### src/rtl/irq_arb_pkg.sv
package irq_arb_pkg;
  // Level field width is fixed by the programming model.
  localparam int PRIO_W = 3;
  typedef logic [PRIO_W-1:0] prio_t;
  // Least urgent level: never acknowledged.
  localparam prio_t PRIO_NEVER = '1;
endpackage

### src/rtl/irq_pend_bank.sv
module irq_pend_bank #(
  parameter int NUM_CH = 8,
  localparam int IDX_W = (NUM_CH > 1) ? $clog2(NUM_CH) : 1
) (
  input  logic              clk,
  input  logic              rst_n,
  input  logic [NUM_CH-1:0] trig_i,
  input  logic              sw_wr_i,
  input  logic [IDX_W-1:0]  sw_ch_i,
  input  logic              sw_val_i,
  input  logic              ack_hit_i,
  input  logic [IDX_W-1:0]  ack_ch_i,
  output logic [NUM_CH-1:0] pend_o
);
  for (genvar c = 0; c < NUM_CH; c++) begin : g_ch
    logic sw_hit, clr_hit, nxt, en, q;

    always_comb begin
      sw_hit  = sw_wr_i && (sw_ch_i == IDX_W'(c));
      clr_hit = ack_hit_i && (ack_ch_i == IDX_W'(c));
      en      = trig_i[c] | sw_hit | clr_hit;
      nxt     = q;
      if (sw_hit)    nxt = sw_val_i;
      if (clr_hit)   nxt = 1'b0;
      if (trig_i[c]) nxt = 1'b1;   // hardware event has the last word
    end

    always_ff @(posedge clk or negedge rst_n) begin
      if (!rst_n)  q <= 1'b0;
      else if (en) q <= nxt;
    end

    assign pend_o[c] = q;
  end
endmodule

### src/rtl/irq_prio_pick.sv
module irq_prio_pick
  import irq_arb_pkg::*;
#(
  parameter int NUM_CH = 8,
  parameter int VEC_W  = 7,
  localparam int IDX_W = (NUM_CH > 1) ? $clog2(NUM_CH) : 1
) (
  input  logic [NUM_CH-1:0]        pend_i,
  input  logic [NUM_CH-1:0]        mask_i,
  input  logic [NUM_CH*PRIO_W-1:0] prio_i,
  input  logic [NUM_CH*VEC_W-1:0]  vec_i,
  output logic                     win_vld_o,
  output logic [IDX_W-1:0]         win_ch_o,
  output prio_t                    win_prio_o,
  output logic [VEC_W-1:0]         win_vec_o
);
  logic [NUM_CH-1:0] elig;
  prio_t             lvl [NUM_CH];

  for (genvar c = 0; c < NUM_CH; c++) begin : g_elig
    assign lvl[c]  = prio_i[c*PRIO_W +: PRIO_W];
    assign elig[c] = pend_i[c] & mask_i[c] & (lvl[c] != PRIO_NEVER);
  end

  // Linear scan; strict compare keeps the lowest index on ties.
  always_comb begin
    win_vld_o  = 1'b0;
    win_ch_o   = '0;
    win_prio_o = PRIO_NEVER;
    win_vec_o  = '0;
    for (int c = 0; c < NUM_CH; c++) begin
      if (elig[c] && (!win_vld_o || (lvl[c] < win_prio_o))) begin
        win_vld_o  = 1'b1;
        win_ch_o   = IDX_W'(c);
        win_prio_o = lvl[c];
        win_vec_o  = vec_i[c*VEC_W +: VEC_W];
      end
    end
  end
endmodule

### src/rtl/irq_grant_gate.sv
module irq_grant_gate
  import irq_arb_pkg::*;
(
  input  logic  win_vld_i,
  input  prio_t win_prio_i,
  input  prio_t cur_lvl_i,
  input  logic  glob_en_i,
  input  logic  top_busy_i,
  input  logic  ack_i,
  output logic  req_o,
  output logic  ack_hit_o
);
  always_comb begin
    req_o     = win_vld_i && glob_en_i && !top_busy_i && (win_prio_i < cur_lvl_i);
    ack_hit_o = req_o && ack_i;
  end
endmodule

### src/rtl/irq_prio_arbiter.sv
module irq_prio_arbiter
  import irq_arb_pkg::*;
#(
  parameter int NUM_CH = 8,
  parameter int VEC_W  = 7,
  localparam int IDX_W = (NUM_CH > 1) ? $clog2(NUM_CH) : 1
) (
  input  logic                     clk,
  input  logic                     rst_n,
  input  logic [NUM_CH-1:0]        trig_i,
  input  logic [NUM_CH-1:0]        mask_i,
  input  logic [NUM_CH*PRIO_W-1:0] prio_i,
  input  logic [NUM_CH*VEC_W-1:0]  vec_i,
  input  logic                     glob_en_i,
  input  logic [PRIO_W-1:0]        cur_lvl_i,
  input  logic                     top_busy_i,
  input  logic                     sw_wr_i,
  input  logic [IDX_W-1:0]         sw_ch_i,
  input  logic                     sw_val_i,
  input  logic                     ack_i,
  output logic [NUM_CH-1:0]        pend_o,
  output logic                     req_o,
  output logic [IDX_W-1:0]         req_ch_o,
  output logic [VEC_W-1:0]         req_vec_o,
  output logic [PRIO_W-1:0]        req_prio_o
);
  logic [1:0] rst_sync_q;
  logic       rst_q_n;
  logic       win_vld, ack_hit;
  prio_t      win_prio;

  // Asynchronous assertion, synchronous release.
  always_ff @(posedge clk or negedge rst_n) begin
    if (!rst_n) rst_sync_q <= 2'b00;
    else        rst_sync_q <= {rst_sync_q[0], 1'b1};
  end
  assign rst_q_n = rst_sync_q[1];

  irq_pend_bank #(.NUM_CH(NUM_CH)) u_pend (
    .clk      (clk),
    .rst_n    (rst_q_n),
    .trig_i   (trig_i),
    .sw_wr_i  (sw_wr_i),
    .sw_ch_i  (sw_ch_i),
    .sw_val_i (sw_val_i),
    .ack_hit_i(ack_hit),
    .ack_ch_i (req_ch_o),
    .pend_o   (pend_o)
  );

  irq_prio_pick #(.NUM_CH(NUM_CH), .VEC_W(VEC_W)) u_pick (
    .pend_i    (pend_o),
    .mask_i    (mask_i),
    .prio_i    (prio_i),
    .vec_i     (vec_i),
    .win_vld_o (win_vld),
    .win_ch_o  (req_ch_o),
    .win_prio_o(win_prio),
    .win_vec_o (req_vec_o)
  );

  irq_grant_gate u_gate (
    .win_vld_i (win_vld),
    .win_prio_i(win_prio),
    .cur_lvl_i (cur_lvl_i),
    .glob_en_i (glob_en_i),
    .top_busy_i(top_busy_i),
    .ack_i     (ack_i),
    .req_o     (req_o),
    .ack_hit_o (ack_hit)
  );

  assign req_prio_o = win_prio;
endmodule

### config.mk
export PLATFORM = sky130hd
export DESIGN_NAME = irq_prio_arbiter
export DESIGN_NICKNAME = d
export VERILOG_FILES = /design/src/rtl/irq_arb_pkg.sv /design/src/rtl/irq_pend_bank.sv /design/src/rtl/irq_prio_pick.sv /design/src/rtl/irq_grant_gate.sv /design/src/rtl/irq_prio_arbiter.sv
export SDC_FILE = /design/constraint.sdc
export NUM_CORES = 1
export LEC_CHECK = 0
export BUFFER_PORTS_ARGS = -buffer_cell sky130_fd_sc_hd__buf_2
export CORE_ASPECT_RATIO = 0.75
export CORE_UTILIZATION = 48
export DETAILED_ROUTE_END_ITERATION = 10
export PLACE_DENSITY = 0.93
export SLEW_MARGIN = 15
export SYNTH_ARGS = -nofsm -noshare
export SYNTH_HDL_FRONTEND = slang
export SYNTH_SLANG_ARGS = --single-unit
### constraint.sdc
create_clock -name clk -period 23 [get_ports clk]
set_clock_uncertainty 0.05 [all_clocks]
set_input_delay 4.6 -clock clk [delete_from_list [all_inputs] [get_ports clk]]
set_output_delay 4.6 -clock clk [all_outputs]
set_load 0.05 [all_outputs]
==> results.md <==
- Syn Nets: between 400 and 500
- Setup crit start kind: input port
- Worst r2r src: u_pend.g_ch[0].q
- Max Cap Viol: 0
- Pins Over Slew Limit: 0
- Routed len/inst: 16.2 um
- Clock latency on the worst-skew pair: roughly 240 ps
- Post-route antenna net violation count: 0
- Synth-to-layout area growth: 30.2%
- GRT Util Overall: 30.2%
- Filler cells: 494
- FFs w/ async S/R, synth: 100%
- Hold Buf Count CTS: 0
- First-pass GRT wire length: 13900 um
- Initial Util: 49.8%
- Area of the core: between 5000 and 6000 um2
- Critical setup path kind: in -> out
- Die ar.: 5860 um2
- Worst hold path type: reg -> async
- CP arrival: 17460 ps
- Die Y-Extent: 66.5 um
- PortBufs: between 100 and 150
- Post-synthesis xor/xnor area fraction: 0%
- CP Capture Type: output pin
- Complex-gate fraction of the synthesized area: 38.0%
- Worst path most repeated cell: ha_1
- Critical path's largest stage delay: 460 ps
- Pre-Repair DR Iteration Count: 5
- Number of top-level pins: 131
- Most frequent cells after synthesis: nand2_1 (40), nor2_1 (36), mux2_2 (25)
- Seq cells post-synth: 10
- Max IR drop VDD: 0.0000517 V
- Root Driver: clkbuf_8
- Predominant post-synthesis flop cell: dfrtp_1
- TritonCTS clock tree: done
- Register area: 250 um2
- N_diodes: 0
- Worst-Margin Slew: 805 ps
- Share of cells above drive strength 1: 39.0%
- Leak pwr: 0.00152 uW
- Bufs and invs on worst path: 9
- Initial DRC count: approximately 380
- Top cells by area, synth: mux2_2 (11%), dfrtp_1 (9.4%), nand2_1 (5.6%), nor2_1 (5.1%), a211oi_1 (4.8%)
- Final #Nets: 615
- Fmax achieved: 0.0452 GHz
- Final hold violations: 0
- Setup violators final: 0
- Relative slew slack: a little under half
- Worst Setup SP: mask_i[0]
- Dpl hpwl: around 7600 um
- Clock buffer depth: 2
- Post-synthesis adder-cell area fraction: 5.45%
- PD cells: just over 80 nW/um2
- Via count of the routed design: 3532
- Synth area leader: mux2_2
- Crit-path leading delay family: compound AO/OA/AOI/OAI gates
- Synthesized cell area: approximately 2700 um2
- Simple-gate share of the synthesized area: 28.6%
- Tcrit/Tclk final: 96.1%
- YS warnings: 0
- Slowest stage cell, crit path: a2111oi_4
- EDFF count, synth: 0
- Number of global-route vias before repair: between 3k and 4k
- Chip Width: just under 90 um
- Mux share of post-synthesis cell area: 11.7%
- H-tree levels: 1
- Worst Path Max Fanout: 19
- Num Clock Sinks: 10
- Number of cell rows: 23
- Largest net degree at the start of global routing: 22
- DRC viols: 0
- Status: finished, final reports clean
- CP Data Required Time: 18350 ps
- Most common cell in the synthesized netlist: nand2_1
- Final wirelength: 9210 um
- Post-synth top area share: 10.6%
- Total Power: between 200 and 300 uW
- Vias per cell: a little over 6
- Syn Area/Cell: 7.13 um2
- Gr ovfl total: 0
- Tmin final: between 20000 and 25000 ps
- Setup_tns: 0 ps
- Area of the multi-input gates: 2310 um2
- Register area share after synthesis: 9.39%
- Post-synth cell types: 70
- Total CTS buffers: 3
- Initial antenna violation count: 0
- CTS clk-pin slew, worst paths: 50 ps
- Cells after synthesis: 374
- Largest family of logic cells by synthesized area: compound AO/OA/AOI/OAI gates
- GP Congestion: ~0.95
==> state kept, by name, indices dropped and copies added, names as in the netlist <==
| signal | flops |
|---|---|
| rst_sync_q | 2 |
| u_pend.g_ch.q | 8 |
==> what timing repair did <==
item,in CTS,in global routing
buffers inserted,0,2
endpoints found under the setup margin,0,1
gates resized for setup,0,13
==> report_power, final <==
part	internal, uW	switching (uW)
clock network	15.1	7.17
logic	81.8	157
registers	18.8	1.34
==> stage by stage <==
stage	instances	setup slack, ps	area (um2)	utilization, %	hold WS, ps
2_1_floorplan	374	1300	2670	-	44.6
3_3_place_gp	564	1180	3330	62.2	81.7
3_5_place_dp	564	557	3330	62.2	94.8
4_1_cts	568	486	3380	63.2	92.2
5_1_grt	570	-29.1	3470	64.8	116
6_report	570	890	3470	64.8	80.0
==> cell type report <==
cell class                      instances  share of cell area, %
Tap cell                               75                   2.70
Inverter                               18                   1.95
Timing Repair Buffer                  136                   20.0
Clock buffer                            4                   1.59
Multi-Input combinational cell        327                   66.5
Sequential cell                        10                   7.21
==> cells in the final DEF (no fill, tap or decap), drive strengths merged, types with 4 or more instances in the layout <==
master / n
nand2: 41
a2111oi: 5
dfrtp: 10
and2: 8
ha: 10
a211oi: 19
nand3: 22
clkbuf: 4
nor3b: 7
a211o: 6
a21oi: 16
nand2b: 4
a31oi: 14
o31ai: 11
nor2b: 4
o21ai: 14
a311oi: 8
and3: 6
inv: 18
mux2: 25
o211ai: 4
nor2: 37
buf: 136
nor3: 13
==> logic make-up (layout without fill, tap and decap cells) <==
group	after synthesis	after routing
simple gates	155	155
flops	10	10
compound gates	131	131
other cells	1	1
fa+ha+maj	12	12
mux	28	28
buf+inv	37	158
==> routing by layer <==
metal,vias up,wire length [um],track usage [%]
met4,0,139,7.66
met3,18,874,2.97
met5,-,0,0
met1,1614,4190,42.7
li1,1689,-,-
met2,211,4010,49.0
==> final timing paths <==
check	depth (start not counted)	to	slack, ps
max	63	req_o	890
min reg2reg	0	u_pend.g_ch[0].q	80
min in group clk	0	rst_sync_q[1]	300
min	0	u_pend.g_ch[0].q	80
max reg2reg	62	u_pend.g_ch[4].q	9760
max in group asynchronous	1	rst_sync_q[1]	18720
No activity file was read; power rests on OpenSTA's default activity.
